File: src/rtl/i2creg_pkg.sv
package i2creg_pkg;
  typedef enum logic [2:0] {
    ST_IDLE, ST_RX, ST_RXEND, ST_ACK, ST_TX, ST_RACK, ST_SKIP
  } slv_state_t;

  typedef enum logic [1:0] {K_ADDR, K_PTR, K_DATA} rx_kind_t;

  localparam logic [3:0] DEV_ID_HI = 4'b0010;
endpackage

File: src/rtl/i2creg_bus_sync.sv
module i2creg_bus_sync #(
  parameter int STAGES = 2
) (
  input  logic clk,
  input  logic rst_n,
  input  logic scl_i,
  input  logic sda_i,
  output logic scl_s,
  output logic sda_s,
  output logic scl_rise,
  output logic scl_fall,
  output logic start_det,
  output logic stop_det
);
  logic [STAGES:0] scl_pipe;
  logic [STAGES:0] sda_pipe;
  logic            scl_d;
  logic            sda_d;

  always_ff @(posedge clk or negedge rst_n) begin
    if (!rst_n) begin
      scl_pipe <= '1;
      sda_pipe <= '1;
    end else begin
      scl_pipe <= {scl_pipe[STAGES-1:0], scl_i};
      sda_pipe <= {sda_pipe[STAGES-1:0], sda_i};
    end
  end

  assign scl_s     = scl_pipe[STAGES-1];
  assign scl_d     = scl_pipe[STAGES];
  assign sda_s     = sda_pipe[STAGES-1];
  assign sda_d     = sda_pipe[STAGES];
  assign scl_rise  = scl_s & ~scl_d;
  assign scl_fall  = ~scl_s & scl_d;
  assign start_det = scl_s & scl_d & sda_d & ~sda_s;
  assign stop_det  = scl_s & scl_d & ~sda_d & sda_s;
endmodule

File: src/rtl/i2creg_regfile.sv
module i2creg_regfile #(
  parameter int DEPTH   = 128,
  parameter int DW      = 8,
  parameter int RO_BASE = 120,
  localparam int AW     = $clog2(DEPTH)
) (
  input  logic          clk,
  input  logic          rst_n,
  input  logic          wr_en,
  input  logic [AW-1:0] wr_addr,
  input  logic [DW-1:0] wr_data,
  input  logic [AW-1:0] rd_addr,
  output logic [DW-1:0] rd_data
);
  logic [RO_BASE*DW-1:0] flat;
  logic [DW-1:0]         rw_val;
  logic [DW-1:0]         ro_val;
  logic                  rd_ro;

  for (genvar g = 0; g < RO_BASE; g++) begin : g_reg
    logic          en;
    logic [DW-1:0] q;
    assign en = wr_en && (int'(wr_addr) == g);
    always_ff @(posedge clk or negedge rst_n) begin
      if (!rst_n)  q <= '0;
      else if (en) q <= wr_data;
    end
    assign flat[g*DW +: DW] = q;
  end

  always_comb begin
    rd_ro  = int'(rd_addr) >= RO_BASE;
    rw_val = rd_ro ? '0 : flat[int'(rd_addr)*DW +: DW];
    ro_val = {DW{1'b1}} ^ DW'(rd_addr);
    rd_data = rd_ro ? ro_val : rw_val;
  end

  // a write into the fixed window leaves every stored register unchanged
  assert_ro_ignore_R10: assert property (@(posedge clk) disable iff (!rst_n)
    (wr_en && int'(wr_addr) >= RO_BASE) |=> $stable(flat));
endmodule

File: src/rtl/i2creg_engine.sv
module i2creg_engine
  import i2creg_pkg::*;
#(
  parameter int AW = 7
) (
  input  logic          clk,
  input  logic          rst_n,
  input  logic          scl_s,
  input  logic          sda_s,
  input  logic          scl_rise,
  input  logic          scl_fall,
  input  logic          start_det,
  input  logic          stop_det,
  input  logic [2:0]    strap_addr,
  input  logic [7:0]    rd_data,
  output logic          sda_oe_n,
  output logic          wr_en,
  output logic [AW-1:0] ptr,
  output logic [7:0]    wr_data
);
  slv_state_t state, state_nx;
  rx_kind_t   kind, kind_nx;
  logic       rd_mode, rd_mode_nx;
  logic [2:0] cnt, cnt_nx;
  logic [7:0] shreg, shreg_nx;
  logic [AW-1:0] ptr_nx;
  logic       oe_n_nx;
  logic       acked, acked_nx;
  logic       ptr_load;

  always_comb begin
    state_nx   = state;
    kind_nx    = kind;
    rd_mode_nx = rd_mode;
    cnt_nx     = cnt;
    shreg_nx   = shreg;
    ptr_nx     = ptr;
    oe_n_nx    = sda_oe_n;
    acked_nx   = acked;
    wr_en      = 1'b0;
    ptr_load   = 1'b0;
    if (stop_det) begin
      state_nx = ST_IDLE;
      oe_n_nx  = 1'b1;
    end else if (start_det) begin
      state_nx = ST_RX;
      kind_nx  = K_ADDR;
      cnt_nx   = '0;
      oe_n_nx  = 1'b1;
    end else begin
      unique case (state)
        ST_RX: if (scl_rise) begin
          shreg_nx = {shreg[6:0], sda_s};
          cnt_nx   = cnt + 3'd1;
          if (cnt == 3'd7) state_nx = ST_RXEND;
        end
        ST_RXEND: if (scl_fall) begin
          state_nx = ST_ACK;
          oe_n_nx  = 1'b0;
          unique case (kind)
            K_ADDR: begin
              if (shreg[7:1] == {DEV_ID_HI, strap_addr}) begin
                rd_mode_nx = shreg[0];
                kind_nx    = K_PTR;
              end else begin
                state_nx = ST_SKIP;
                oe_n_nx  = 1'b1;
              end
            end
            K_PTR: begin
              ptr_nx   = shreg[AW-1:0];
              ptr_load = 1'b1;
              kind_nx  = K_DATA;
            end
            default: begin
              wr_en  = 1'b1;
              ptr_nx = ptr + AW'(1);
            end
          endcase
        end
        ST_ACK: if (scl_fall) begin
          cnt_nx = '0;
          if (rd_mode) begin
            shreg_nx = rd_data;
            ptr_nx   = ptr + AW'(1);
            oe_n_nx  = rd_data[7];
            state_nx = ST_TX;
          end else begin
            oe_n_nx  = 1'b1;
            state_nx = ST_RX;
          end
        end
        ST_TX: if (scl_fall) begin
          cnt_nx = cnt + 3'd1;
          if (cnt == 3'd7) begin
            oe_n_nx  = 1'b1;
            acked_nx = 1'b0;
            state_nx = ST_RACK;
          end else begin
            shreg_nx = {shreg[6:0], 1'b0};
            oe_n_nx  = shreg[6];
          end
        end
        ST_RACK: begin
          if (scl_rise) acked_nx = ~sda_s;
          if (scl_fall) begin
            if (acked) begin
              shreg_nx = rd_data;
              ptr_nx   = ptr + AW'(1);
              oe_n_nx  = rd_data[7];
              cnt_nx   = '0;
              state_nx = ST_TX;
            end else begin
              state_nx = ST_SKIP;
            end
          end
        end
        default: ;
      endcase
    end
  end

  always_ff @(posedge clk or negedge rst_n) begin
    if (!rst_n) begin
      state    <= ST_IDLE;
      kind     <= K_ADDR;
      rd_mode  <= 1'b0;
      cnt      <= '0;
      shreg    <= '0;
      ptr      <= '0;
      sda_oe_n <= 1'b1;
      acked    <= 1'b0;
    end else begin
      state    <= state_nx;
      kind     <= kind_nx;
      rd_mode  <= rd_mode_nx;
      cnt      <= cnt_nx;
      shreg    <= shreg_nx;
      ptr      <= ptr_nx;
      sda_oe_n <= oe_n_nx;
      acked    <= acked_nx;
    end
  end

  assign wr_data = shreg;

  // the low driver only switches on while SCL is low
  assert_drive_scl_low_R1: assert property (@(posedge clk) disable iff (!rst_n)
    $fell(sda_oe_n) |-> !scl_s);
  // the acknowledge phase always holds SDA low
  assert_ack_low_R6: assert property (@(posedge clk) disable iff (!rst_n)
    (state == ST_ACK) |-> !sda_oe_n);
  // the controller's acknowledge slot is never driven by the block
  assert_rack_release_R7: assert property (@(posedge clk) disable iff (!rst_n)
    (state == ST_RACK) |-> sda_oe_n);
  // idle and skip states keep SDA released
  assert_skip_release_R3: assert property (@(posedge clk) disable iff (!rst_n)
    (state == ST_IDLE || state == ST_SKIP) |-> sda_oe_n);
  // apart from a pointer load the pointer only moves by one
  assert_ptr_step_R5: assert property (@(posedge clk) disable iff (!rst_n)
    ((ptr != $past(ptr)) && !$past(ptr_load)) |-> (ptr == $past(ptr) + AW'(1)));
endmodule

File: src/rtl/i2creg_port.sv
module i2creg_port #(
  parameter int REG_COUNT   = 128,
  parameter int RO_BASE     = 120,
  parameter int SYNC_STAGES = 2
) (
  input  logic       clk,
  input  logic       rst_n,
  input  logic       scl_i,
  input  logic       sda_i,
  input  logic [2:0] strap_addr,
  output logic       sda_oe_n
);
  localparam int AW = $clog2(REG_COUNT);

  logic scl_s, sda_s, scl_rise, scl_fall, start_det, stop_det;
  logic          wr_en;
  logic [AW-1:0] ptr;
  logic [7:0]    wr_data;
  logic [7:0]    rd_data;

  i2creg_bus_sync #(.STAGES(SYNC_STAGES)) sync_i (
    .clk(clk), .rst_n(rst_n), .scl_i(scl_i), .sda_i(sda_i),
    .scl_s(scl_s), .sda_s(sda_s), .scl_rise(scl_rise), .scl_fall(scl_fall),
    .start_det(start_det), .stop_det(stop_det)
  );

  i2creg_engine #(.AW(AW)) eng_i (
    .clk(clk), .rst_n(rst_n), .scl_s(scl_s), .sda_s(sda_s),
    .scl_rise(scl_rise), .scl_fall(scl_fall),
    .start_det(start_det), .stop_det(stop_det),
    .strap_addr(strap_addr), .rd_data(rd_data),
    .sda_oe_n(sda_oe_n), .wr_en(wr_en), .ptr(ptr), .wr_data(wr_data)
  );

  i2creg_regfile #(.DEPTH(REG_COUNT), .DW(8), .RO_BASE(RO_BASE)) rf_i (
    .clk(clk), .rst_n(rst_n), .wr_en(wr_en), .wr_addr(ptr),
    .wr_data(wr_data), .rd_addr(ptr), .rd_data(rd_data)
  );
endmodule

File: config.mk
export PLATFORM = sky130hd
export DESIGN_NAME = i2creg_port
export DESIGN_NICKNAME = d
export VERILOG_FILES = /design/src/rtl/i2creg_pkg.sv /design/src/rtl/i2creg_bus_sync.sv /design/src/rtl/i2creg_regfile.sv /design/src/rtl/i2creg_engine.sv /design/src/rtl/i2creg_port.sv
export SDC_FILE = /design/constraint.sdc
export NUM_CORES = 2
export LEC_CHECK = 0
export BUFFER_PORTS_ARGS = -buffer_cell sky130_fd_sc_hd__buf_2
export CORE_MARGIN = 2
export CORE_UTILIZATION = 57
export DETAILED_ROUTE_END_ITERATION = 8
export MAX_ROUTING_LAYER = met4
export PLACE_DENSITY = 0.72
export SLEW_MARGIN = 10
export SYNTH_ARGS = -nofsm -noshare
export SYNTH_HDL_FRONTEND = slang
export SYNTH_SLANG_ARGS = --single-unit
File: constraint.sdc
create_clock -name clk -period 3.7 [get_ports clk]
set_input_delay 0.37 -clock clk [delete_from_list [all_inputs] [get_ports clk]]
set_output_delay 0.37 -clock clk [all_outputs]
set_load 0.02 [all_outputs]
==> metrics.yaml <==
status: "complete, no violations"
path_clk_slew_ps: 60
synthToLayoutAreaGrowth_pct: 11.4
cp_slowest_cell: "dfrtp_4"
slew_violations: 0
intPower_mw: 18.5
grt_pass1_wl_um: 189000
switching_power_mw: 6.89
pwr-share-clk: 0.431
clockBufferDepth: 3
routedWlPerCell_um: 29.4
p_seq_frac: 0.439
setup-tns-final_ps: 0
tightest_slew_ps: 1080
power_leakage_nw: 24.0
synth_mux_area_frac: 0.365
critPathMaxStageDelay_ps: 900
dp_cells: 4001
synthXorXnorAreaFrac: 0.000757
routabilityCongestion: 0.937
max-vdd-ir-drop_v: 0.000468
dpl_cell_area_um2: 47900
slew_headroom: 0.277
finalHoldViolations: 0
ys_ff_latch: 992
syn_inst: 3025
crit_chain: "buf_12, buf_4, mux4_2, a22oi_1, a21oi_1, nor3_1, and4_1, o22ai_1"
layout-drive-gt1-share: 0.516
synth_fa_ha_area_frac: 0.00162
grt_max_degree: 144
cts_hold_buf: 3
grt.total_usage: 0.313
yosys.area_share.simple: 0.0457
final_cell_mix: "973 x dfrtp_1, 903 x mux2_2, 251 x mux4_2"
die_area_um2: 83500
power_density_nw_per_um2: 493
period_minus_slack_ps: 3480
chipHeight_um: 289
firstDrtPassIters: 5
cp-start-kind: "flop"
clock_latency_ps: 680
core.rowCount: 104
synth_top_family_by_area: "multiplexers"
syn-cell-area_um2: 46300
finalInstanceArea_um2: 51500
fmax_ghz: 0.287
routed_wl_um: 123000
synthArstFlopShare: 1.00
drc: 0
io_pins: 8
arrival_ps: 4030
cts_tree: "done"
total_power_mw: 25.4
setup_viol: 0
yosys_warnings: 0
start_util: 0.575
antenna_found_initial: 0
synthDistinctLibCells: 79
antenna_cells: 0
final_cells: 4194
synth_edf_count: 0
drtIter0Drc: 2418
clock-sinks: 992
drt.antenna.violating_nets: 0
portBuffers: 7
numCtsBuffers: 104
ys.flop_type: "dfrtp_1"
crit_type: "flop to flop"
cp_data_required_time_ps: 4240
holdCritPathClass: "primary input to asynchronous set/reset pin"
num-nets-final: 3063
cts_root_buf: "clkbuf_16"
core-area_um2: 80400
die_x_um: 289
cts.repair.resized: 0
num_vias: 27700
fill_cells: 5671
skew_ps: 23.3
ys_seq_area_frac: 0.537
synth.avg_cell_area_um2: 15.3
syn_nets: 3038
rsz0062_at_grt: "false"
synth_compound_area_frac: 0.0269
drv_cap: 0
p_sw_frac: 0.271
mostFrequentLayoutCell: "dfrtp_1"
detailed_place_hpwl_um: 80200
p_comb_frac: 0.131
grt_pass1_vias: 29000
finalCritPeriodShare: 0.941
cts_setup_buffers: 0
path_max_fanout: 30
endpoint_kind: "flop"
via_per_inst: 6.60
h-tree-depth: 3
grt.overflow.total: 0
per-stage QoR:
stage	hold WS, ps	util	setup WS, ps
finish	282	0.641	218
detailed placement	350	0.595	382
CTS	313	0.641	352
floorplan	74.4	-	1040
global route	311	0.641	194
global placement	353	0.595	390
area by class of cell:
class / instances / area [um2] / share of cell area
Timing Repair Buffer: 138 / 1290 / 0.0250
Multi-Input combinational cell: 1807 / 20400 / 0.396
Sequential cell: 992 / 24900 / 0.483
Tap cell: 1060 / 1330 / 0.0257
Inverter: 7 / 26.3 / 0.000510
Clock buffer: 150 / 3120 / 0.0605
Clock inverter: 40 / 514 / 0.00998
power groups by stage:
stage | combinational (mW) | clock, mW | sequential, mW
after floorplan | 2.13 | 0 | 11.2
after global placement | 3.23 | 0 | 11.3
after detailed placement | 3.29 | 0 | 11.3
after CTS | 3.29 | 11.1 | 11.1
after global routing | 3.53 | 11.6 | 11.1
final | 3.32 | 10.9 | 11.1
cell usage after synthesis, types with 10 or more instances:
| cell | instances | area [um2] |
|---|---|---|
| and3_1 | 10 | 62.6 |
| nor2_2 | 87 | 544 |
| buf_1 | 12 | 45.0 |
| mux4_2 | 251 | 5650 |
| nand3_1 | 23 | 115 |
| mux2_1 | 27 | 304 |
| a31oi_1 | 10 | 62.6 |
| mux2i_1 | 54 | 541 |
| a22oi_1 | 24 | 180 |
| buf_2 | 42 | 210 |
| buf_6 | 12 | 135 |
| nand2b_1 | 10 | 62.6 |
| nand2_1 | 107 | 402 |
| dfrtp_1 | 985 | 24600 |
| nor2_1 | 36 | 135 |
| mux2_2 | 903 | 10200 |
| clkbuf_1 | 138 | 518 |
| nor2b_1 | 13 | 81.3 |
| nor3_1 | 10 | 50.1 |
| buf_4 | 14 | 105 |
| a21oi_1 | 32 | 160 |
| o21ai_0 | 48 | 240 |
| mux2_4 | 16 | 240 |
logic make-up after synthesis:
kind of cell,Yosys count
AO/OA/AOI/OAI,187
adder cells (fa/ha/maj),6
flip-flops,992
XOR/XNOR,4
AND/OR/NAND/NOR,359
multiplexers,1251
buffers and inverters,226
per-layer routing:
| layer | global-route usage | up-vias | share of wire |
|---|---|---|---|
| met3 | 0.0586 | 239 | 0.068 |
| met5 | - | - | 0 |
| met2 | 0.464 | 953 | 0.46 |
| met4 | 0.111 | 0 | 0.039 |
| met1 | 0.439 | 15100 | 0.43 |
| li1 | - | 11400 | - |
path summary, 6_finish.rpt:
path	from	to	slack, ps	depth (start not counted)
setup / recovery	eng_i.ptr[1]	eng_i.wr_data[4]	220	8
max in group asynchronous	rst_n	rf_i.g_reg[69].q[1]	2230	3
hold reg to reg	sync_i.scl_pipe[0]	sync_i.scl_pipe[1]	350	0
setup reg to reg	eng_i.ptr[1]	eng_i.wr_data[4]	220	8
hold / removal	rst_n	rf_i.g_reg[32].q[4]	280	2
min in group clk	sync_i.scl_pipe[0]	sync_i.scl_pipe[1]	350	0
flip-flops by register name, summed over array words and instances, names as in the netlist:
register and count:
eng_i.ptr 7, eng_i.rd_mode 1, sync_i.scl_pipe 3, sync_i.sda_pipe 3, eng_i.acked 1, eng_i.cnt 3, eng_i.sda_oe_n 1, eng_i.kind 2
eng_i.wr_data 8, eng_i.state 3, rf_i.g.q 960
critical path, delay by kind of cell, from the launching register on:
family,cells,cell delay [ps]
flops,1,900
simple gates,2,880
compound gates,3,640
buf+inv,2,550
mux,1,340
Note: power is estimated with default switching activity, not from simulation.
